`src/rtl/fp_pkg.sv`:
```
package fp_pkg;
  typedef enum logic {OP_ERASE = 1'b0, OP_PROG = 1'b1} op_e;
  typedef enum logic [1:0] {RES_OK = 2'd0, RES_TIMEOUT = 2'd1, RES_VERIFY = 2'd2} res_e;
  typedef enum logic [2:0] {
    S_IDLE, S_CMD, S_WAIT, S_POLL, S_RST, S_RSTW, S_VER, S_DONE
  } st_e;

  localparam logic [11:0] OFF_KEY_A = 12'h555;
  localparam logic [11:0] OFF_KEY_B = 12'h2AA;
  localparam logic [7:0]  D_KEY_A   = 8'hAA;
  localparam logic [7:0]  D_KEY_B   = 8'h55;
  localparam logic [7:0]  D_ERS_ARM = 8'h80;
  localparam logic [7:0]  D_ERS_GO  = 8'h30;
  localparam logic [7:0]  D_PRG_ARM = 8'hA0;
  localparam logic [7:0]  D_RESET   = 8'hF0;

  typedef struct packed {
    logic [11:0] off;
    logic [7:0]  data;
    logic        use_tgt;  // address/data come from the byte being programmed
    logic        last;
  } cmd_step_t;
endpackage

```
`src/rtl/fp_cmd_seq.sv`:
```
module fp_cmd_seq
  import fp_pkg::*;
(
  input  op_e        op_i,
  input  logic [2:0] step_i,
  output cmd_step_t  cmd_o
);
  always_comb begin
    cmd_o = '{off: 12'h000, data: 8'h00, use_tgt: 1'b0, last: 1'b0};
    if (step_i == 3'd0 || (op_i == OP_ERASE && step_i == 3'd3)) begin
      cmd_o.off  = OFF_KEY_A;
      cmd_o.data = D_KEY_A;
    end else if (step_i == 3'd1 || (op_i == OP_ERASE && step_i == 3'd4)) begin
      cmd_o.off  = OFF_KEY_B;
      cmd_o.data = D_KEY_B;
    end else if (step_i == 3'd2) begin
      cmd_o.off  = OFF_KEY_A;
      cmd_o.data = (op_i == OP_ERASE) ? D_ERS_ARM : D_PRG_ARM;
    end else if (op_i == OP_ERASE) begin
      cmd_o.data = D_ERS_GO;
      cmd_o.last = 1'b1;
    end else begin
      cmd_o.use_tgt = 1'b1;
      cmd_o.last    = 1'b1;
    end
  end
endmodule

```
`src/rtl/fp_pace.sv`:
```
module fp_pace #(
  parameter int DELAY_CYC = 50
) (
  input  logic clk_i,
  input  logic rst_ni,
  input  logic load_i,
  output logic idle_o
);
  localparam int CW = (DELAY_CYC < 2) ? 1 : $clog2(DELAY_CYC + 1);

  logic [CW-1:0] cnt_q;

  always_ff @(posedge clk_i or negedge rst_ni) begin
    if (!rst_ni)               cnt_q <= '0;
    else if (load_i)           cnt_q <= CW'(DELAY_CYC - 1);
    else if (cnt_q != '0)      cnt_q <= cnt_q - 1'b1;
  end

  assign idle_o = (cnt_q == '0);

  a_r4_reload_holds: assert property (@(posedge clk_i) disable iff (!rst_ni)
    (load_i && DELAY_CYC > 1) |=> !idle_o);
endmodule

```
`src/rtl/fp_toggle.sv`:
```
module fp_toggle #(
  parameter int MAX_CHECKS = 1000000
) (
  input  logic       clk_i,
  input  logic       rst_ni,
  input  logic       start_i,
  input  logic [7:0] rdata_i,
  output logic       re_o,
  output logic       done_o,
  output logic       tmo_o
);
  localparam int CW = (MAX_CHECKS < 2) ? 1 : $clog2(MAX_CHECKS);

  typedef enum logic [1:0] {T_IDLE, T_RD1, T_RD2, T_DEC} tst_e;

  tst_e          st_q;
  logic [7:0]    first_q, diff_q;
  logic [CW-1:0] cnt_q;
  logic          last_chk;

  assign last_chk = (cnt_q == CW'(MAX_CHECKS - 1));

  always_ff @(posedge clk_i or negedge rst_ni) begin
    if (!rst_ni) begin
      st_q    <= T_IDLE;
      first_q <= '0;
      diff_q  <= '0;
      cnt_q   <= '0;
    end else begin
      case (st_q)
        T_IDLE: if (start_i) begin
          st_q  <= T_RD1;
          cnt_q <= '0;
        end
        T_RD1: begin
          first_q <= rdata_i;
          st_q    <= T_RD2;
        end
        T_RD2: begin
          diff_q <= first_q ^ rdata_i;
          st_q   <= T_DEC;
        end
        default: begin
          if (diff_q == '0 || last_chk) st_q <= T_IDLE;
          else begin
            cnt_q <= cnt_q + 1'b1;
            st_q  <= T_RD1;
          end
        end
      endcase
    end
  end

  assign re_o   = (st_q == T_RD1) || (st_q == T_RD2);
  assign done_o = (st_q == T_DEC) && (diff_q == '0 || last_chk);
  assign tmo_o  = (st_q == T_DEC) && (diff_q != '0) && last_chk;

  a_r5_pair_back_to_back: assert property (@(posedge clk_i) disable iff (!rst_ni)
    (st_q == T_RD1) |=> re_o);
  a_r5_retry_while_busy: assert property (@(posedge clk_i) disable iff (!rst_ni)
    (st_q == T_DEC && diff_q != '0 && !last_chk) |=> re_o);
  a_r5_no_read_on_decide: assert property (@(posedge clk_i) disable iff (!rst_ni)
    done_o |-> !re_o);
endmodule

```
`src/rtl/toggle_flash_prog.sv`:
```
module toggle_flash_prog
  import fp_pkg::*;
#(
  parameter int ADDR_W     = 13,
  parameter int BANK_BYTES = 8192,
  parameter int DELAY_CYC  = 50,
  parameter int MAX_CHECKS = 1000000
) (
  input  logic              clk_i,
  input  logic              rst_ni,
  input  logic              start_i,
  input  logic              op_i,
  output logic              busy_o,
  output logic              done_o,
  output logic [1:0]        result_o,
  output logic [ADDR_W-1:0] src_addr_o,
  input  logic [7:0]        src_data_i,
  output logic [ADDR_W-1:0] fl_addr_o,
  output logic [7:0]        fl_wdata_o,
  output logic              fl_we_o,
  output logic              fl_re_o,
  input  logic [7:0]        fl_rdata_i
);
  localparam int IDX_W = $clog2(BANK_BYTES);
  localparam logic [IDX_W-1:0] LAST_IDX = IDX_W'(BANK_BYTES - 1);
  localparam int GW = (DELAY_CYC < 2) ? 1 : $clog2(DELAY_CYC + 1);

  st_e            st_q;
  op_e            op_q;
  logic [2:0]     step_q;
  logic [IDX_W-1:0] idx_q;
  logic           last_q, tmo_q;
  res_e           res_q;

  cmd_step_t      cmd;
  logic           pace_idle, pace_load;
  logic           tg_start, tg_re, tg_done, tg_tmo;
  logic [7:0]     expect_b;

  fp_cmd_seq u_seq (
    .op_i   (op_q),
    .step_i (step_q),
    .cmd_o  (cmd)
  );

  assign pace_load = (st_q == S_CMD) || (st_q == S_RST);

  fp_pace #(.DELAY_CYC(DELAY_CYC)) u_pace (
    .clk_i  (clk_i),
    .rst_ni (rst_ni),
    .load_i (pace_load),
    .idle_o (pace_idle)
  );

  assign tg_start = (st_q == S_WAIT) && pace_idle && last_q;

  fp_toggle #(.MAX_CHECKS(MAX_CHECKS)) u_tog (
    .clk_i   (clk_i),
    .rst_ni  (rst_ni),
    .start_i (tg_start),
    .rdata_i (fl_rdata_i),
    .re_o    (tg_re),
    .done_o  (tg_done),
    .tmo_o   (tg_tmo)
  );

  assign expect_b = (op_q == OP_ERASE) ? 8'hFF : src_data_i;

  always_ff @(posedge clk_i or negedge rst_ni) begin
    if (!rst_ni) begin
      st_q   <= S_IDLE;
      op_q   <= OP_ERASE;
      step_q <= '0;
      idx_q  <= '0;
      last_q <= 1'b0;
      tmo_q  <= 1'b0;
      res_q  <= RES_OK;
    end else begin
      case (st_q)
        S_IDLE: if (start_i) begin
          op_q   <= op_e'(op_i);
          step_q <= '0;
          idx_q  <= '0;
          tmo_q  <= 1'b0;
          st_q   <= S_CMD;
        end
        S_CMD: begin
          last_q <= cmd.last;
          if (!cmd.last) step_q <= step_q + 3'd1;
          st_q <= S_WAIT;
        end
        S_WAIT: if (pace_idle) st_q <= last_q ? S_POLL : S_CMD;
        S_POLL: if (tg_done) begin
          if (tg_tmo) begin
            tmo_q <= 1'b1;
            st_q  <= S_RST;
          end else if (op_q == OP_ERASE || idx_q == LAST_IDX) begin
            st_q <= S_RST;
          end else begin
            idx_q  <= idx_q + 1'b1;
            step_q <= '0;
            st_q   <= S_CMD;
          end
        end
        S_RST: st_q <= S_RSTW;
        S_RSTW: if (pace_idle) begin
          if (tmo_q) begin
            res_q <= RES_TIMEOUT;
            st_q  <= S_DONE;
          end else begin
            idx_q <= '0;
            st_q  <= S_VER;
          end
        end
        S_VER: begin
          if (fl_rdata_i != expect_b) begin
            res_q <= RES_VERIFY;
            st_q  <= S_DONE;
          end else if (idx_q == LAST_IDX) begin
            res_q <= RES_OK;
            st_q  <= S_DONE;
          end else begin
            idx_q <= idx_q + 1'b1;
          end
        end
        default: st_q <= S_IDLE;
      endcase
    end
  end

  always_comb begin
    fl_addr_o  = '0;
    fl_wdata_o = '0;
    if (st_q == S_CMD) begin
      fl_addr_o  = cmd.use_tgt ? ADDR_W'(idx_q) : ADDR_W'(cmd.off);
      fl_wdata_o = cmd.use_tgt ? src_data_i : cmd.data;
    end else if (st_q == S_RST) begin
      fl_wdata_o = D_RESET;
    end else if (st_q == S_VER) begin
      fl_addr_o = ADDR_W'(idx_q);
    end
  end

  assign fl_we_o    = (st_q == S_CMD) || (st_q == S_RST);
  assign fl_re_o    = tg_re || (st_q == S_VER);
  assign src_addr_o = ADDR_W'(idx_q);
  assign busy_o     = (st_q != S_IDLE);
  assign done_o     = (st_q == S_DONE);
  assign result_o   = res_q;

  // idle cycles since the last write, saturating; guards the pacing rule
  logic [GW-1:0] gap_q;
  always_ff @(posedge clk_i or negedge rst_ni) begin
    if (!rst_ni)                        gap_q <= GW'(DELAY_CYC);
    else if (fl_we_o)                   gap_q <= '0;
    else if (!fl_re_o && gap_q != GW'(DELAY_CYC)) gap_q <= gap_q + 1'b1;
  end

  a_r4_write_gap: assert property (@(posedge clk_i) disable iff (!rst_ni)
    (fl_we_o || fl_re_o) |-> gap_q == GW'(DELAY_CYC));
  a_r1_bus_exclusive: assert property (@(posedge clk_i) disable iff (!rst_ni)
    !(fl_we_o && fl_re_o));
  a_r10_done_pulse: assert property (@(posedge clk_i) disable iff (!rst_ni)
    done_o |=> !done_o);
  a_r10_start_ignored: assert property (@(posedge clk_i) disable iff (!rst_ni)
    (busy_o && start_i) |=> op_q == $past(op_q));
  a_r6_no_cmd_after_tmo: assert property (@(posedge clk_i) disable iff (!rst_ni)
    (tmo_q && busy_o) |-> (st_q != S_CMD && st_q != S_VER));
  a_r10_result_code: assert property (@(posedge clk_i) disable iff (!rst_ni)
    done_o |-> result_o != 2'd3);
endmodule

```
`config.mk`:
```
export PLATFORM = sky130hd
export DESIGN_NAME = toggle_flash_prog
export DESIGN_NICKNAME = d
export VERILOG_FILES = /design/src/rtl/fp_pkg.sv /design/src/rtl/fp_cmd_seq.sv /design/src/rtl/fp_pace.sv /design/src/rtl/fp_toggle.sv /design/src/rtl/toggle_flash_prog.sv
export SDC_FILE = /design/constraint.sdc
export NUM_CORES = 1
export LEC_CHECK = 0
export BUFFER_PORTS_ARGS = -buffer_cell sky130_fd_sc_hd__buf_2
export CORE_ASPECT_RATIO = 1.1
export CORE_MARGIN = 2
export CORE_UTILIZATION = 58
export DETAILED_ROUTE_END_ITERATION = 8
export PLACE_DENSITY_LB_ADDON = 0.08
export SLEW_MARGIN = 20
export SYNTH_ARGS = -nofsm -noshare
export SYNTH_HDL_FRONTEND = slang
export SYNTH_SLANG_ARGS = --single-unit
```
`constraint.sdc`:
```
create_clock -name clk_i -period 3.3 [get_ports clk_i]
set_input_delay 0.33 -clock clk_i [delete_from_list [all_inputs] [get_ports clk_i]]
set_output_delay 0.33 -clock clk_i [all_outputs]
set_load 0.005 [all_outputs]
```
Word level (Yosys, flattened, before mapping) --
Index checks and enable logic that the tools add are counted.
Storage, ports and cells: output and inout port bits 40, input bits 20, word-level logic and storage cells 147, register bits after elaboration 68
Cells by class: add/sub/neg operators 4, muxes and demuxes 61, reductions and logical operators 35, eq/ne operators 32, bitwise operators 3
Operator list (count):
- $mux 13 | 12
- $mux 20 | 4
- $pmux 13 s4 | 1
- $mux 8 | 5
- $pmux 20 s2 | 1
- $mux 3 | 13
- $ne 2x2->1 const B | 14
- $mux 6 | 4
- $pmux 3 s7 | 1
- $add 20x1->20 const B | 1
- $eq 20x20->1 const B | 1
- $mux 2 | 9
- $eq 3x3->1 const B | 5
- $add 13x1->13 const B | 1
- $eq 13x13->1 const B | 1
- $eq 3x2->1 const B | 4
- $mux 11 | 1
- $pmux 3 s3 | 1
- $reduce_and 9->1 | 1
- $logic_not 8->1 | 1
- $ne 8x8->1 | 1
- $reduce_and 4->1 | 2
- $reduce_bool 8->1 | 1
- $xor 8x8->8 | 1
- 25 further kinds | 49

Longest topological paths before layout --
Gate-level depths: netlist of the first run.
depth in word-level cells 7, gate-level depth with buffers 10, mapped depth without buffers 10

By module --
Synthesis of the first run repeated with hierarchy kept, for this count alone.
Unflattened totals: cell total of the unflattened synthesis 549, area, all modules 4852.2 sq um
By module, submodules not included:
- fp_toggle | cells an instance 216, instances 1, area each 2155.8 sq um
- toggle_flash_prog | cells an instance 251, instances 1, area each 2049.5 sq um
- fp_pace | cells an instance 33, instances 1, area each 337.8 sq um
- fp_cmd_seq | cells an instance 49, instances 1, area each 309.0 sq um

Worst setup path after synthesis of the first run --
OpenSTA, ideal clock, no wires.
path kind reg2reg, from register u_tog.cnt_q[8], to register idx_q[10] (netlist: src_addr_o[10]), clock period less this slack 2.519 ns, arrival time 2.393 ns, slack 0.781 ns, path buffers 1, data required time 3.174 ns, setup time 0.126 ns, stages on the path, launching flop included 8, cell sequence dfrtp_1 or4b_4 or4_4 o31ai_2 a211oi_1 and2_4 buf_6 a221o_1
Between the ends: cells in the longest elaborated chain, start to end 5, elaborated cells on any way between the ends 7
RTL lines:
- from (decl) | RTL line fp_toggle.sv:18 | logic [CW-1:0] cnt_q;
- from (signal assigned) | RTL line fp_toggle.sv:46 | cnt_q <= cnt_q + 1'b1;
- $eq 20x20->1 * | RTL line fp_toggle.sv:21 | assign last_chk = (cnt_q == CW'(MAX_CHECKS - 1));
- $logic_or 1x1->1 | RTL line fp_toggle.sv:55 | assign done_o = (st_q == T_DEC) && (diff_q == '0 || last_chk);
- $logic_and 1x1->1 | RTL line fp_toggle.sv:55
- $ne 2x2->1 (no line)
- $reduce_and 9->1 (no line) *
- to (signal assigned) | RTL line toggle_flash_prog.sv:100 | idx_q <= idx_q + 1'b1;
- to (signal assigned) | RTL line toggle_flash_prog.sv:123 | idx_q <= idx_q + 1'b1;
- to (decl) | RTL line toggle_flash_prog.sv:31 | logic [IDX_W-1:0] idx_q;
Mark *: on every way between the ends. The rest lies on a longest branch, timed or not. A chain may end at the register's enable or synchronous reset.

Final worst setup path of the first run --
from register op_q, to output fl_wdata_o[7]
Between the ends: cells in the longest elaborated chain, start to end 7, elaborated cells on any way between the ends 13
RTL lines:
- from (decl) | RTL line toggle_flash_prog.sv:29 | op_e op_q;
- from (signal assigned) | RTL line toggle_flash_prog.sv:81 | op_q <= op_e'(op_i);
- parallel branches: the longest is 5 deep, another holds $mux 2
- $mux 8 * | RTL line toggle_flash_prog.sv:136 | fl_wdata_o = cmd.use_tgt ? src_data_i : cmd.data;
- $mux 8 * | RTL line toggle_flash_prog.sv:134 | if (st_q == S_CMD) begin
- to (decl) | RTL line toggle_flash_prog.sv:19 | output logic [7:0] fl_wdata_o,
Every way passes the cells marked *.

==> flow_summary.ini, run 1 <==
[critical_path]
critPathLaunchType = register
r2r_cells = 6
critPathSlowestCell = dfrtp_1
cp.depth = 7
regToRegStartpoint = u_tog.cnt_q[8]
crit_type = reg -> out
ff2ff_setup_slack_ns = 0.40
cp_slowest_stage_delay_ns = 0.64
end_kind = output port
worstReg2RegEnd = src_addr_o[9]
path_cells = inv_2, a31oi_1, and2_1, nor3_1, o21ai_1, o21ai_0, buf_2
worstSetupStartpoint = op_q
cp-endpoint = fl_wdata_o[7]
critPathArrivalTime_ns = 2.65
path_max_fanout = 13
worst_ep_required_time_ns = 2.97
cp_top_family = compound AO/OA/AOI/OAI gates
crit_buf_inv = 2

[logic_synthesis]
syn_nets = 534
yosysUniqueCellTypes = 62
syn_inst = 499
synth_edf_count = 0
async_flop_share_pct = 100.0
synth.yosys.warnings = 0
syn_area_per_cell_um2 = 8.763
ys_seq_area_share_pct = 38.91
ys_ff_latch = 68
syn-cell-area_um2 = 4373
ys.flop_type = dfrtp_1

[place]
dpl-instance-area_um2 = 4753
portBuffers = 59
dp_hpwl_mm = 7.680
gp_congestion = 0.8559

[clock_network]
cts_tree = yes
cts-root-buf = clkbuf_8
clk_path_buf_depth = 2
clk_pin_slew_ns = 0.08
cts-buffers-inserted = 9
cts.sinks = 68
clkLatencyLatePin_ns = 0.35
htreeDepth = 3

[final_layout]
layout_commonest_cell = dfrtp_1
drive_gt1_share_pct = 18.57
n_antenna_cell = 0
syn_to_final_growth_pct = 13.82
nets = 591
mostFrequentLayoutCells = 68 x dfrtp_1, 59 x buf_2, 58 x nand2_1
fin_area_um2 = 4977
fin_util_pct = 67.34

[routing]
wl_per_cell_um = 16.16
drtPass1Iterations = 5
drt_iter0_drc = 226
drc = 0
vias = 3951
vias_per_cell = 6.107
wirelength_mm = 10.46
postRouteAntennaNets = 0

[sta]
max_slew.worst_pin.slew_ns = 0.7109
hold_viol_final = 0
fin_crit_ns = 2.976
fin_tns_setup_ns = 0
setup_viol = 0
finClkSkew_ns = 0.009814
clock.fmax_mhz = 336.0
drv_slew = 0
timing.slew.headroom_pct = 52.46
post-route-period-util_pct = 90.19
rsz0062_at_grt = false

[die]
start_util_pct = 59.17
core_area_um2 = 7391
die_y_um = 95.07
fp-row-count = 33
pin_count = 60
die-width_um = 86.79
die_area_um2 = 8251

[global_routing]
track_usage_pct = 26.12
antenna_found_initial = 0
overflow = 0
grt_pass1_vias = 3625
grt_pass1_wl_mm = 17.02
grt_max_degree = 30

[pwr]
power_density_nw_per_um2 = 789.0
power_frac_comb_pct = 47.8
power_frac_seq_pct = 33.3
p_sw_share_pct = 42.75
power.total_uw = 3927
peakVddDrop_mv = 0.4149
clock_power_share_pct = 18.9
p_int_uw = 2248
switchingPower_uw = 1679
p_leak_uw = 0.002351

[min_path]
hold_start = op_i
hp-class = in -> reg

[flow_run]
cap_violations = 0

[status]
status = complete, no violations
## final cells by class
cell class	instances	area [µm²]
inverters	13	48.80
flip-flops and latches	68	1702
repair buffers	70	380.4
clock buffers	9	123.9
fillers	638	2414
clock inverters	6	90.09
well taps	87	108.9
multi-input cells	394	2524
## cell families (layout without fill, tap and decap cells)
logic type,after synthesis,in the layout,synth area share (%)
DFF,68,68,38.91
AOI/OAI and AO/OA,118,118,18.57
xor gates and xnor gates,25,25,5.007
buffers and inverters,37,98,3.376
and+or+nand+nor,223,223,26.58
muxes,13,13,3.262
adders and majority gates,15,15,4.292
## through the flow
stage	setup WS, ns	hold WS [ns]	cells
floorplan	0.7809	0.03441	499
global placement	0.4913	0.3095	631
detailed placement	0.4019	0.3156	631
CTS	0.3343	0.1856	647
global route	0.03942	0.2173	647
finish	0.3237	0.1867	647
## routing by layer
layer  GRT usage, %  wire length, µm  vias up
met3          3.290              465       16
li1               -                -     1939
met5              0                0        -
met1          34.32             4592     1875
met4          10.55              210        0
met2          43.70             5187      121
## cells in the mapped netlist, drive strengths merged (4+ instances only)
master / instances / share of area (%)
nand3: 11 / 1.3
a21o: 7 / 1.2
nor3: 17 / 1.9
nand4: 7 / 1.0
and2: 10 / 1.5
nand2b: 7 / 1.0
and3: 20 / 2.9
ha: 15 / 4.3
nor4: 5 / 0.86
a221o: 12 / 2.7
xor2: 15 / 3.0
nor2: 46 / 3.9
a31oi: 6 / 0.86
or3: 4 / 0.57
mux2: 10 / 2.6
or2: 5 / 0.72
nor2b: 10 / 1.4
xnor2: 10 / 2.0
o21ai: 22 / 2.5
and4: 4 / 0.80
o211ai: 5 / 0.86
dfrtp: 68 / 39
o31ai: 8 / 1.5
a21oi: 29 / 3.3
nand2: 58 / 5.0
a211oi: 4 / 0.69
o2111ai: 6 / 1.2
inv: 13 / 1.1
or4: 6 / 1.1
clkbuf: 22 / 1.9
nand4b: 4 / 0.80
## power by group through the flow
stage | registers (µW) | logic (µW) | clock network, µW
2_1_floorplan | 1210 | 1400 | 0
3_3_place_gp | 1300 | 1830 | 0
3_5_place_dp | 1320 | 1870 | 0
4_1_cts | 1300 | 1890 | 758
5_1_grt | 1340 | 2110 | 802
6_report | 1310 | 1880 | 744
## how the worst min path moves through the flow
stage               cells after the start               to  slack, ns
floorplan                               0           last_q       0.03
global placement                        1  u_pace.cnt_q[3]       0.31
detailed placement                      1  u_pace.cnt_q[3]       0.32
CTS                                     3             op_q       0.19
global route                            3             op_q       0.22
finish                                  3             op_q       0.19
## state kept, by name, indices dropped and copies added, names as in the netlist
register and cells:
last_q 1, op_q 1, result_o 2, src_addr_o 13, st_q 3, step_q 3
tmo_q 1, u_pace.cnt_q 6, u_tog.cnt_q 20, u_tog.diff_q 8, u_tog.first_q 8, u_tog.st_q 2
## worst min-delay path, delay by kind of cell
kind                   cells  cell delay, ns
buffers and inverters      1            0.08
AND/OR/NAND/NOR            1            0.04
AO/OA/AOI/OAI              1            0.06
## what timing repair did
item,in CTS,in global routing
buffers inserted,0,0
endpoints found under the hold margin,18,0
hold buffers,1,0
gates resized for setup,0,0
Note: power is estimated with default switching activity, not from simulation.
==> run 2: changes to the inputs <==
--- a/config.mk
+++ b/config.mk
@@ -5,10 +5,12 @@
 export SDC_FILE = /design/constraint.sdc
 export NUM_CORES = 1
 export LEC_CHECK = 0
+export ABC_AREA = 1
 export BUFFER_PORTS_ARGS = -buffer_cell sky130_fd_sc_hd__buf_2
 export CORE_ASPECT_RATIO = 1.1
 export CORE_MARGIN = 2
-export CORE_UTILIZATION = 58
+export CORE_UTILIZATION = 59
+export CTS_BUF_LIST = sky130_fd_sc_hd__clkbuf_16
 export DETAILED_ROUTE_END_ITERATION = 8
 export PLACE_DENSITY_LB_ADDON = 0.08
 export SLEW_MARGIN = 20
==> flow_summary.ini, run 2 <==
[critical_path]
path_max_fanout = 19
worstReg2RegEnd = u_tog.cnt_q[9]
critPathLaunchType = register
critPathSlowestCell = dfrtp_1
cp_slowest_stage_delay_ns = 0.71
ff2ff_setup_slack_ns = 1.05
worst_ep_required_time_ns = 2.97
regToRegStartpoint = u_tog.st_q[0]
cpMostUsedCell = inv_1
end_kind = output port
critPathArrivalTime_ns = 2.50
r2r_cells = 9
crit_type = reg -> out
path_cells = inv_1, nand3_1, o21ai_1, inv_1, nand2_1, nor2_1, inv_1, nand3_1, o311ai_0, buf_2

[logic_synthesis]
synth.most_common_cell = nand2_1
syn-cell-area_um2 = 4757
syn_inst = 650
synth_commonest_cells = 139 x nand2_1, 85 x inv_1, 68 x dfrtp_1
synth_edf_count = 0
syn_nets = 685
yosys-top-cells-area = dfrtp_1 36%, nand2_1 11%, inv_1 6.7%
ys_ff_latch = 68
synth_area_leader_cell = dfrtp_1
syn_area_per_cell_um2 = 7.319
synth.yosys.warnings = 0
ys.flop_type = dfrtp_1
yosysTopAreaCellShare_pct = 35.77
ys_seq_area_share_pct = 35.77
yosysUniqueCellTypes = 45
async_flop_share_pct = 100.0

[sta]
setup_viol = 0
finClkSkew_ns = 0.008206
rsz0062_at_grt = false
drv_slew = 0
clock.fmax_mhz = 353.3
whs_ns = -0.007755
timing.slew.headroom_pct = 57.43
fin_tns_setup_ns = 0
post-route-period-util_pct = 85.76
fin_crit_ns = 2.830
hold_viol_final = 3
max_slew.worst_pin.slew_ns = 0.6386

[pwr]
p_sw_share_pct = 43.18
switchingPower_uw = 1810
p_leak_uw = 0.002755
p_int_uw = 2381
power_frac_comb_pct = 45.5
power_density_nw_per_um2 = 772.7
power.total_uw = 4191
power_frac_seq_pct = 30.3
clock_power_share_pct = 24.3
peakVddDrop_mv = 0.4110

[global_routing]
overflow = 0
antenna_found_initial = 0
grt_pass1_vias = 4108
track_usage_pct = 25.72
grt_max_degree = 43
grt_pass1_wl_mm = 18.08

[clock_network]
htreeDepth = 3
clk_pin_slew_ns = 0.06
cts_hold_buf = 0
cts_tree = yes
cts.sinks = 68
cts-root-buf = clkbuf_16
clk_path_buf_depth = 2
clkLatencyLatePin_ns = 0.33
cts-buffers-inserted = 9

[place]
dp_hpwl_mm = 8.077
dpl-instance-area_um2 = 5104
portBuffers = 59
gp_congestion = 0.9400

[final_layout]
n_antenna_cell = 0
mostFrequentLayoutCells = 139 x nand2_1, 85 x inv_1, 68 x dfrtp_1
fin_area_um2 = 5424
layout_commonest_cell = nand2_1
syn_to_final_growth_pct = 14.02
largest_reg_flops = 20
max_flop_register = u_tog.cnt_q
drive_gt1_share_pct = 21.04
nets = 743
fillers = 672
fin_util_pct = 68.92

[status]
failed_checks = negative hold slack
status = finished with violations

[die]
die_area_um2 = 8798
fp-row-count = 34
pin_count = 60
start_util_pct = 60.45
die_y_um = 98.18
die-width_um = 89.62
core_area_um2 = 7870

[routing]
vias = 4351
drc = 0
drt_iter0_drc = 197
wirelength_mm = 10.71
vias_per_cell = 5.300
postRouteAntennaNets = 0
drtPass1Iterations = 4
wl_per_cell_um = 13.04

[min_path]
hp-class = in -> async

[flow_run]
cap_violations = 0
[run 2: changes by cell type after synthesis, sizes merged, moves of 20 or more]
cell | before | now
nand2 | 58 | 172
inv | 13 | 97
and3 | 20 | 0
nor2 | 46 | 69
nand3 | 11 | 60
clkbuf | 22 | 2
o21ai | 22 | 50
[run 2: layer usage]
metal	global-route usage, %	vias up	wire length [µm]
li1	-	2210	-
met1	32.50	2010	4756
met2	42.65	108	5260
met3	5.833	23	476
met4	8.840	0	213
met5	0	-	0
[run 2: what timing repair did]
item,in CTS,in global routing
setup endpoints to repair,0,3
resized for setup,0,1
setup buffers,0,0
[run 2: stage by stage]
stage	instances	worst slack, ns
2_1_floorplan	650	1.432
3_3_place_gp	805	0.8347
3_5_place_dp	805	0.6417
4_1_cts	821	0.2776
5_1_grt	821	0.2005
6_report	821	0.4698
[run 2: power groups by stage]
stage | clock, µW | sequential, µW | combinational (µW)
4_1_cts | 1030 | 1260 | 1910
3_3_place_gp | 0 | 1260 | 1850
6_report | 1020 | 1270 | 1910
3_5_place_dp | 0 | 1270 | 1890
5_1_grt | 1070 | 1300 | 2160
2_1_floorplan | 0 | 1210 | 1560
[run 2: final cells by class]
type                       count  area, µm²  share of cell area, %
clock buffer                   9      225.2                  4.152
sequential                    68       1702                  31.37
inverter                      99      372.9                  6.874
clock inverter                 7      91.34                  1.684
tap                          108      135.1                  2.491
multi-input combinational    468       2580                  47.57
timing repair buffer          62      317.8                  5.859
[run 2: worst max path at each step]
stage	start	end	slack (ns)	cells past startpoint
floorplan	step_q[0]	fl_addr_o[10]	1.43	9
global placement	op_q	fl_addr_o[3]	0.83	9
detailed placement	op_q	fl_addr_o[5]	0.64	9
CTS	op_q	fl_addr_o[5]	0.28	9
global route	op_q	fl_wdata_o[7]	0.20	10
finish	op_q	fl_wdata_o[7]	0.47	10
[run 2: critical path, delay by kind of cell, from the launching register on]
kind | cells | cell delay, ns
buf+inv | 4 | 0.55
simple gates | 4 | 0.60
compound gates | 2 | 0.31
flops | 1 | 0.71
[run 2: logic make-up (layout without fill, tap and decap cells)]
family                   count (synthesis)  in the layout  synth area share [%]
AND/OR/NAND/NOR                        330            330                 33.22
AO/OA/AOI/OAI                           95             95                 11.63
multiplexers                             4              4                0.9468
XOR/XNOR                                24             24                 4.419
flip-flops                              68             68                 35.77
adder cells (fa/ha/maj)                 15             15                 3.945
buffers and inverters                  114            177                 10.07
